===== src/rtl/modem_pkg.sv =====
package modem_pkg;
    localparam int REG_AW = 2;
    localparam int REG_DW = 8;
    localparam int N_LINES = 4;

    localparam logic [REG_AW-1:0] ADR_CTL  = 2'd0;
    localparam logic [REG_AW-1:0] ADR_IEN  = 2'd1;
    localparam logic [REG_AW-1:0] ADR_STAT = 2'd2;

    // line order inside the status nibbles
    localparam int LN_CTS = 0;
    localparam int LN_DSR = 1;
    localparam int LN_RI  = 2;
    localparam int LN_DCD = 3;

    // control register bit positions
    localparam int CB_DTR  = 0;
    localparam int CB_RTS  = 1;
    localparam int CB_LOOP = 4;
endpackage


===== src/rtl/modem_sync.sv =====
module modem_sync #(
    parameter int WIDTH     = 4,
    parameter int STAGES    = 2,
    parameter logic [WIDTH-1:0] IDLE = '1
) (
    input  logic             clk,
    input  logic             rst_n,
    input  logic [WIDTH-1:0] d,
    output logic [WIDTH-1:0] q
);
    logic [WIDTH-1:0] chain [STAGES];

    generate
        for (genvar s = 0; s < STAGES; s++) begin : g_stage
            always_ff @(posedge clk or negedge rst_n) begin
                if (!rst_n) begin
                    chain[s] <= IDLE;
                end else if (s == 0) begin
                    chain[s] <= d;
                end else begin
                    chain[s] <= chain[(s == 0) ? 0 : s-1];
                end
            end
        end
    endgenerate

    assign q = chain[STAGES-1];
endmodule


===== src/rtl/modem_delta.sv =====
module modem_delta #(
    parameter int LINES = 4,
    parameter logic [LINES-1:0] RISE_ONLY = 4'b0100
) (
    input  logic             clk,
    input  logic             rst_n,
    input  logic [LINES-1:0] lvl,
    input  logic             clr,
    output logic [LINES-1:0] evt,
    output logic [LINES-1:0] flags
);
    logic [LINES-1:0] prev;

    generate
        for (genvar i = 0; i < LINES; i++) begin : g_line
            if (RISE_ONLY[i]) begin : g_rise
                assign evt[i] = lvl[i] & ~prev[i];
            end else begin : g_any
                assign evt[i] = lvl[i] ^ prev[i];
            end
        end
    endgenerate

    always_ff @(posedge clk or negedge rst_n) begin
        if (!rst_n) begin
            prev  <= '1;
            flags <= '0;
        end else begin
            prev  <= lvl;
            flags <= (flags & ~{LINES{clr}}) | evt;
        end
    end
endmodule


===== src/rtl/modem_ctl.sv =====
module modem_ctl
    import modem_pkg::*;
#(
    parameter int SYNC_STAGES = 2
) (
    input  logic              clk,
    input  logic              rst_n,
    input  logic              reg_wr,
    input  logic              reg_rd,
    input  logic [REG_AW-1:0] reg_addr,
    input  logic [REG_DW-1:0] reg_wdata,
    output logic [REG_DW-1:0] reg_rdata,
    input  logic              pin_cts_n,
    input  logic              pin_dsr_n,
    input  logic              pin_ri_n,
    input  logic              pin_dcd_n,
    output logic              pin_dtr_n,
    output logic              pin_rts_n,
    input  logic              core_txd,
    output logic              core_rxd,
    output logic              pin_txd,
    input  logic              pin_rxd,
    output logic              irq
);
    logic               ctl_dtr, ctl_rts, ctl_loop, ien;
    logic [N_LINES-1:0] raw_n, sync_n, evt, flags;
    logic               stat_rd;

    always_ff @(posedge clk or negedge rst_n) begin
        if (!rst_n) begin
            ctl_dtr  <= 1'b0;
            ctl_rts  <= 1'b0;
            ctl_loop <= 1'b0;
            ien      <= 1'b0;
        end else if (reg_wr) begin
            if (reg_addr == ADR_CTL) begin
                ctl_dtr  <= reg_wdata[CB_DTR];
                ctl_rts  <= reg_wdata[CB_RTS];
                ctl_loop <= reg_wdata[CB_LOOP];
            end
            if (reg_addr == ADR_IEN) begin
                ien <= reg_wdata[0];
            end
        end
    end

    assign pin_dtr_n = ~ctl_dtr;
    assign pin_rts_n = ~ctl_rts;

    // loopback: control outputs stand in for the handshake inputs
    always_comb begin
        raw_n[LN_CTS] = ctl_loop ? pin_rts_n : pin_cts_n;
        raw_n[LN_DSR] = ctl_loop ? pin_dtr_n : pin_dsr_n;
        raw_n[LN_RI]  = pin_ri_n;
        raw_n[LN_DCD] = pin_dcd_n;
    end

    assign core_rxd = ctl_loop ? core_txd : pin_rxd;
    assign pin_txd  = ctl_loop ? 1'b1 : core_txd;

    modem_sync #(.WIDTH(N_LINES), .STAGES(SYNC_STAGES), .IDLE('1)) u_sync (
        .clk  (clk),
        .rst_n(rst_n),
        .d    (raw_n),
        .q    (sync_n)
    );

    assign stat_rd = reg_rd && (reg_addr == ADR_STAT);

    // rising edge of an active-low pin is the trailing edge of ring
    modem_delta #(.LINES(N_LINES), .RISE_ONLY(4'b0100)) u_delta (
        .clk  (clk),
        .rst_n(rst_n),
        .lvl  (sync_n),
        .clr  (stat_rd),
        .evt  (evt),
        .flags(flags)
    );

    always_comb begin
        unique case (reg_addr)
            ADR_CTL:  reg_rdata = {3'b000, ctl_loop, 2'b00, ctl_rts, ctl_dtr};
            ADR_IEN:  reg_rdata = {7'd0, ien};
            ADR_STAT: reg_rdata = {~sync_n, flags};
            default:  reg_rdata = '0;
        endcase
    end

    assign irq = ien & (|flags);
endmodule


===== config.mk =====
export PLATFORM = sky130hd
export DESIGN_NAME = modem_ctl
export DESIGN_NICKNAME = d
export VERILOG_FILES = /design/src/rtl/modem_pkg.sv /design/src/rtl/modem_sync.sv /design/src/rtl/modem_delta.sv /design/src/rtl/modem_ctl.sv
export SDC_FILE = /design/constraint.sdc
export NUM_CORES = 1
export LEC_CHECK = 0
export ABC_AREA = 1
export BUFFER_PORTS_ARGS = -buffer_cell sky130_fd_sc_hd__buf_2
export CAP_MARGIN = 0
export CORE_ASPECT_RATIO = 1.5
export CORE_MARGIN = 10
export CORE_UTILIZATION = 25
export DETAILED_ROUTE_END_ITERATION = 7
export GPL_TIMING_DRIVEN = 1
export PLACE_DENSITY_LB_ADDON = 0.05
export SYNTH_ARGS = -nofsm -noshare
export SYNTH_HDL_FRONTEND = slang
export SYNTH_SLANG_ARGS = --single-unit

===== constraint.sdc =====
create_clock -name clk -period 1.1 [get_ports clk]
set_input_delay 0.11 -clock clk [delete_from_list [all_inputs] [get_ports clk]]
set_output_delay 0.11 -clock clk [all_outputs]
set_load 0.005 [all_outputs]

# Word level (Yosys, flattened, before mapping)
# Cells that the tools add are included.
dict set report op_classes {
  n_addsub 0
  multipliers 0
  div 0
  order_cmp 0
  eq_ne 2
  shifts 0
  muxes 5
  bitwise 12
  n_reduce_logical 5
}
# op count
set op_table {}
lappend op_table {{$pmux W8 S3} 1}
lappend op_table {{$not A4 Y4} 2}
lappend op_table {{$and A4 B4 Y4} 1}
lappend op_table {{$mux W1} 4}
lappend op_table {{$or A4 B4 Y4} 1}
lappend op_table {{$reduce_and A2 Y1} 2}
lappend op_table {{$reduce_or A4 Y1} 1}
lappend op_table {{$not A1 Y1} 3}
lappend op_table {{$xor A1 B1 Y1} 3}
lappend op_table {{$and A1 B1 Y1} 2}
lappend op_table {{$eq A2 B1 Y1 const B} 1}
lappend op_table {{$eq A2 B2 Y1 const B} 1}
lappend op_table {{$logic_not A2 Y1} 1}
lappend op_table {{$logic_and A1 B1 Y1} 1}
dict set report word_totals {
  reg_bits 20
  latchBits 0
  mem_bits_rw 0
  rom_bits 0
  in_bits 20
  out_inout_bits 13
  memories 0
}

# Logic depth before layout (Yosys ltp)
dict set report depth {
  word_depth 5
  depth_mapped 4
  ltp_nobuf 4
}

# By module
# From an unflattened synthesis, not the netlist that was laid out.
dict set report hier_totals {
  hier_cells 100
  area_unflattened_um2 870.8
}
# module n_inst cells_per_inst area_each_um2 seq_area_each_um2
set modules_own_cells {}
lappend modules_own_cells {modem_ctl 1 54 322.8 100.1}
lappend modules_own_cells {modem_delta 1 34 307.8 205.2}
lappend modules_own_cells {modem_sync 1 12 240.2 210.2}

# Worst setup path before layout
# Ideal clock, no wire load.
dict set report synth_timing {
  kind {register to register}
  from {reg u_sync.chain, in the netlist u_sync.q[3]}
  to {reg u_delta.flags[3]}
  setup_time_ns 0.122
  arrival_ns 0.680
  t_required_ns 0.978
  slack_ns 0.298
  stages_incl_launch_ff 3
  path_buffers 0
  path_cell_list {dfstp_2 > xnor2_1 > nand2_1}
}
dict set report synth_between {
  elab_chain_cells 2
}
# item line
set synth_rtl {}
lappend synth_rtl {{from (decl)} modem_sync.sv:11} ;# logic [WIDTH-1:0] chain [STAGES];
lappend synth_rtl {{from (signal, indexed assignment)} modem_sync.sv:21} ;# chain[s] <= chain[(s == 0) ? 0 : s-1];
lappend synth_rtl {{$xor A1 B1 Y1} modem_delta.sv:19} ;# assign evt[i] = lvl[i] ^ prev[i];
lappend synth_rtl {{$or A4 B4 Y4} modem_delta.sv:30} ;# flags <= (flags & ~{LINES{clr}}) | evt;
lappend synth_rtl {{to (signal assigned)} modem_delta.sv:30}
lappend synth_rtl {{to (decl)} modem_delta.sv:10} ;# output logic [LINES-1:0] flags
# No other way between the ends.
# A chain may end at the register's enable or synchronous reset.

# Final worst setup path
dict set report layout_timing {
  from {reg u_sync.chain, in the netlist u_sync.q[0]}
  to {out reg_rdata[4]}
}
dict set report layout_between {
  elab_chain_cells 2
}
# item line
set layout_rtl {}
lappend layout_rtl {{$not A4 Y4} modem_ctl.sv:84} ;# ADR_STAT: reg_rdata = {~sync_n, flags};
lappend layout_rtl {{$pmux W8 S3} modem_ctl.sv:81} ;# unique case (reg_addr)
lappend layout_rtl {{to (decl)} modem_ctl.sv:12} ;# output logic [REG_DW-1:0] reg_rdata,
# No other way between the ends.

==> flow_metrics.tcl <==
set metrics [dict create \
    status "completed" \
    postPlaceCellArea_um2 988 \
    path_class "flop to output pin" \
    async_flop_share_pct 100 \
    p_per_area_mw_per_mm2 1670 \
    die_area_mm2 0.00593 \
    dpl.hpwl_um 1410 \
    power_uw 2020 \
    ys_seq_area_share_pct 64.2 \
    num_rows 25 \
    nets 149 \
    cts_max_level 1 \
    diodes 0 \
    cp-start-kind "flop" \
    die_x_um 66.3 \
    synth_common_cells "nand2_1 (25), dfstp_2 (12), dfrtp_1 (8), nand3_1 (8), nor2_1 (7)" \
    io_pins 33 \
    synth_top_area_share_pct 39.3 \
    finalInstanceArea_mm2 0.00121 \
    syn_inst 82 \
    clockBufferDepth 2 \
    first_pass_iters 4 \
    synth_top_family_by_area "simple AND/OR/NAND/NOR gates" \
    slew_headroom_pct 71.4 \
    yosysMostFrequentCell "nand2_1" \
    cp.required_ns 0.99 \
    wire_per_inst_um 11.1 \
    syn_nets 102 \
    power_leakage_uw 0.000621 \
    placed_cells 149 \
    overflow 0 \
    synth-xor-area-share_pct 3.27 \
    hold_viol_final 0 \
    layoutNonFillerInstCount 168 \
    yosys.area_share.simple_pct 24.9 \
    ys_ff_latch 20 \
    tns_ns 0 \
    numClockSinks 20 \
    skew_ns 0.000833 \
    vias 684 \
    ys_warn_count 0 \
    hold_ws_ns 0.0563 \
    synth_edf_count 0 \
    area_growth_pct 50.5 \
    ys_types 14 \
    critPathMaxFanout 2 \
    hold_path_class "input pin to flop" \
    worst_setup_path_end_kind "output pin" \
    grt_pass1_vias 690 \
    hp-start "pin_dsr_n" \
    critPathLaunch "u_sync.q[0]$_DFF_PN1_" \
    drive_gt1_share_pct 53.9 \
    antenna_found_initial 0 \
    ir_drop_v 0.000703 \
    coreArea_mm2 0.00313 \
    yosys.area.top_type "dfstp_2" \
    portBuffers 27 \
    ff2ff_setup_slack_ns 0.17 \
    reg2reg_from "u_sync.q[3]$_DFF_PN1_" \
    drt-vias-per-instance 4.07 \
    cts_tree "yes" \
    synth.area.mux_share_pct 0 \
    initial_utilization_pct 25.7 \
    post-route-period-util_pct 98.5 \
    final.min_clock_period_ns 1.08 \
    drt_iter0_markers 27 \
    synth_compound_area_share_pct 3.43 \
    synthAdderAreaFrac_pct 0 \
    ys.flop_type "dfstp_2" \
    rsz0062_at_grt "yes" \
    worst_pin_slew_ns 0.428 \
    drt_wl_total_um 1870 \
    clk_latency_ns 0.25 \
    clk_pin_slew_ns 0.07 \
    fmax_ghz 0.922 \
    synth_area_leaders "dfstp_2 (39%), dfrtp_1 (25%), nand2_1 (12%)" \
    chipHeight_um 89.4 \
    grt_max_degree 21 \
    setup_viol 0 \
    cp_data_arrival_time_ns 0.97 \
    cts_buffers 3 \
    gp_congestion 0.617 \
    root_buffer "clkbuf_8" \
    synth_area_per_cell_um2 9.80 \
    ant_nets 0 \
    grtUsageTotal_pct 6.73 \
    max_cap_violations 0 \
    finalMaxSlewViolations 0 \
    drcViolationCount 0 \
    syn-cell-area_um2 803 \
    fillerInstances 363 \
    grt_pass1_wl_um 3030 \
]
[path summary, 6_finish.rpt]
path	to	cells after the start
max	reg_rdata[4]	2
min	u_sync.chain[5]$_DFF_PN1_	3
max reg2reg	u_delta.flags[3]$_DFF_PN0_	3
min reg2reg	u_sync.q[1]$_DFF_PN1_	0
max in group asynchronous	u_delta.prev[2]$_DFF_PN1_	2
min in group asynchronous	u_delta.flags[1]$_DFF_PN0_	2
[where the power goes]
| part | switching (uW) | internal (uW) | total (uW) |
|---|---|---|---|
| Combinational | 167 | 207 | 374 |
| Clock | 233 | 485 | 718 |
| Sequential | 61.8 | 871 | 933 |
[final cells by class]
class                      instances  area [um^2]  share of cell area [%]
sequential                        20          517                    42.8
multi-input combinational         53          278                    23.0
timing repair buffer              42          259                    21.4
tap                               40         50.0                    4.14
clock buffer                       3         41.3                    3.42
inverter                           9         33.8                    2.80
clock inverter                     1         30.0                    2.48
[placed cells by master (no fill, tap or decap), drive strengths merged, types with 3 or more instances in the layout]
cell type    netlist  routed
dfrtp              8       8
nand3              9       9
xnor2              3       3
nor2               8       8
o21ai              4       4
inv                9       9
clkbuf             0       3
buf                0      39
dlygate4sd3        0       3
nand2             27      27
dfstp             12      12
[routing by layer]
| metal | vias to the layer above | wire [um] | global-route usage, % |
|---|---|---|---|
| met4 | 0 | 22 | 4.59 |
| met3 | 2 | 150 | 2.76 |
| met5 | - | 0 | 0 |
| met2 | 19 | 931 | 11.1 |
| met1 | 314 | 763 | 6.72 |
| li1 | 349 | - | - |
[kinds of logic after synthesis]
kind of cell / after synthesis
AO/OA/AOI/OAI: 5
XOR/XNOR: 3
buffers and inverters: 9
flip-flops: 20
AND/OR/NAND/NOR: 45
[sequential cells by signal (all words and copies together), names as in the netlist]
register,flops
ctl_rts,1
u_delta.prev,4
u_delta.flags,4
ien,1
ctl_dtr,1
u_sync.chain,4
ctl_loop,1
u_sync.q,4
[worst max-delay path, cell delays in order, from the launching register on]
cell and delay, ns:
dfstp_2 0.54, o21ai_2 0.05, buf_2 0.13
[metrics by stage]
step | util (%) | setup WS (ns)
6_report | 38.6 | 0.0160
5_1_grt | 38.6 | -0.0730
4_1_cts | 35.7 | -0.00769
3_5_place_dp | 31.6 | 0.228
3_3_place_gp | 31.6 | 0.223
2_1_floorplan | - | 0.298
[what timing repair did]
action / in CTS / in global routing
pin swaps: 1 / 6
endpoints found under the setup margin: 4 / 9
hold buffers: 3 / 0
buffers inserted: 3 / 9
gates resized for setup: 2 / 6
endpoints found under the hold margin: 10 / 0
(Power assumes the default switching activity.)
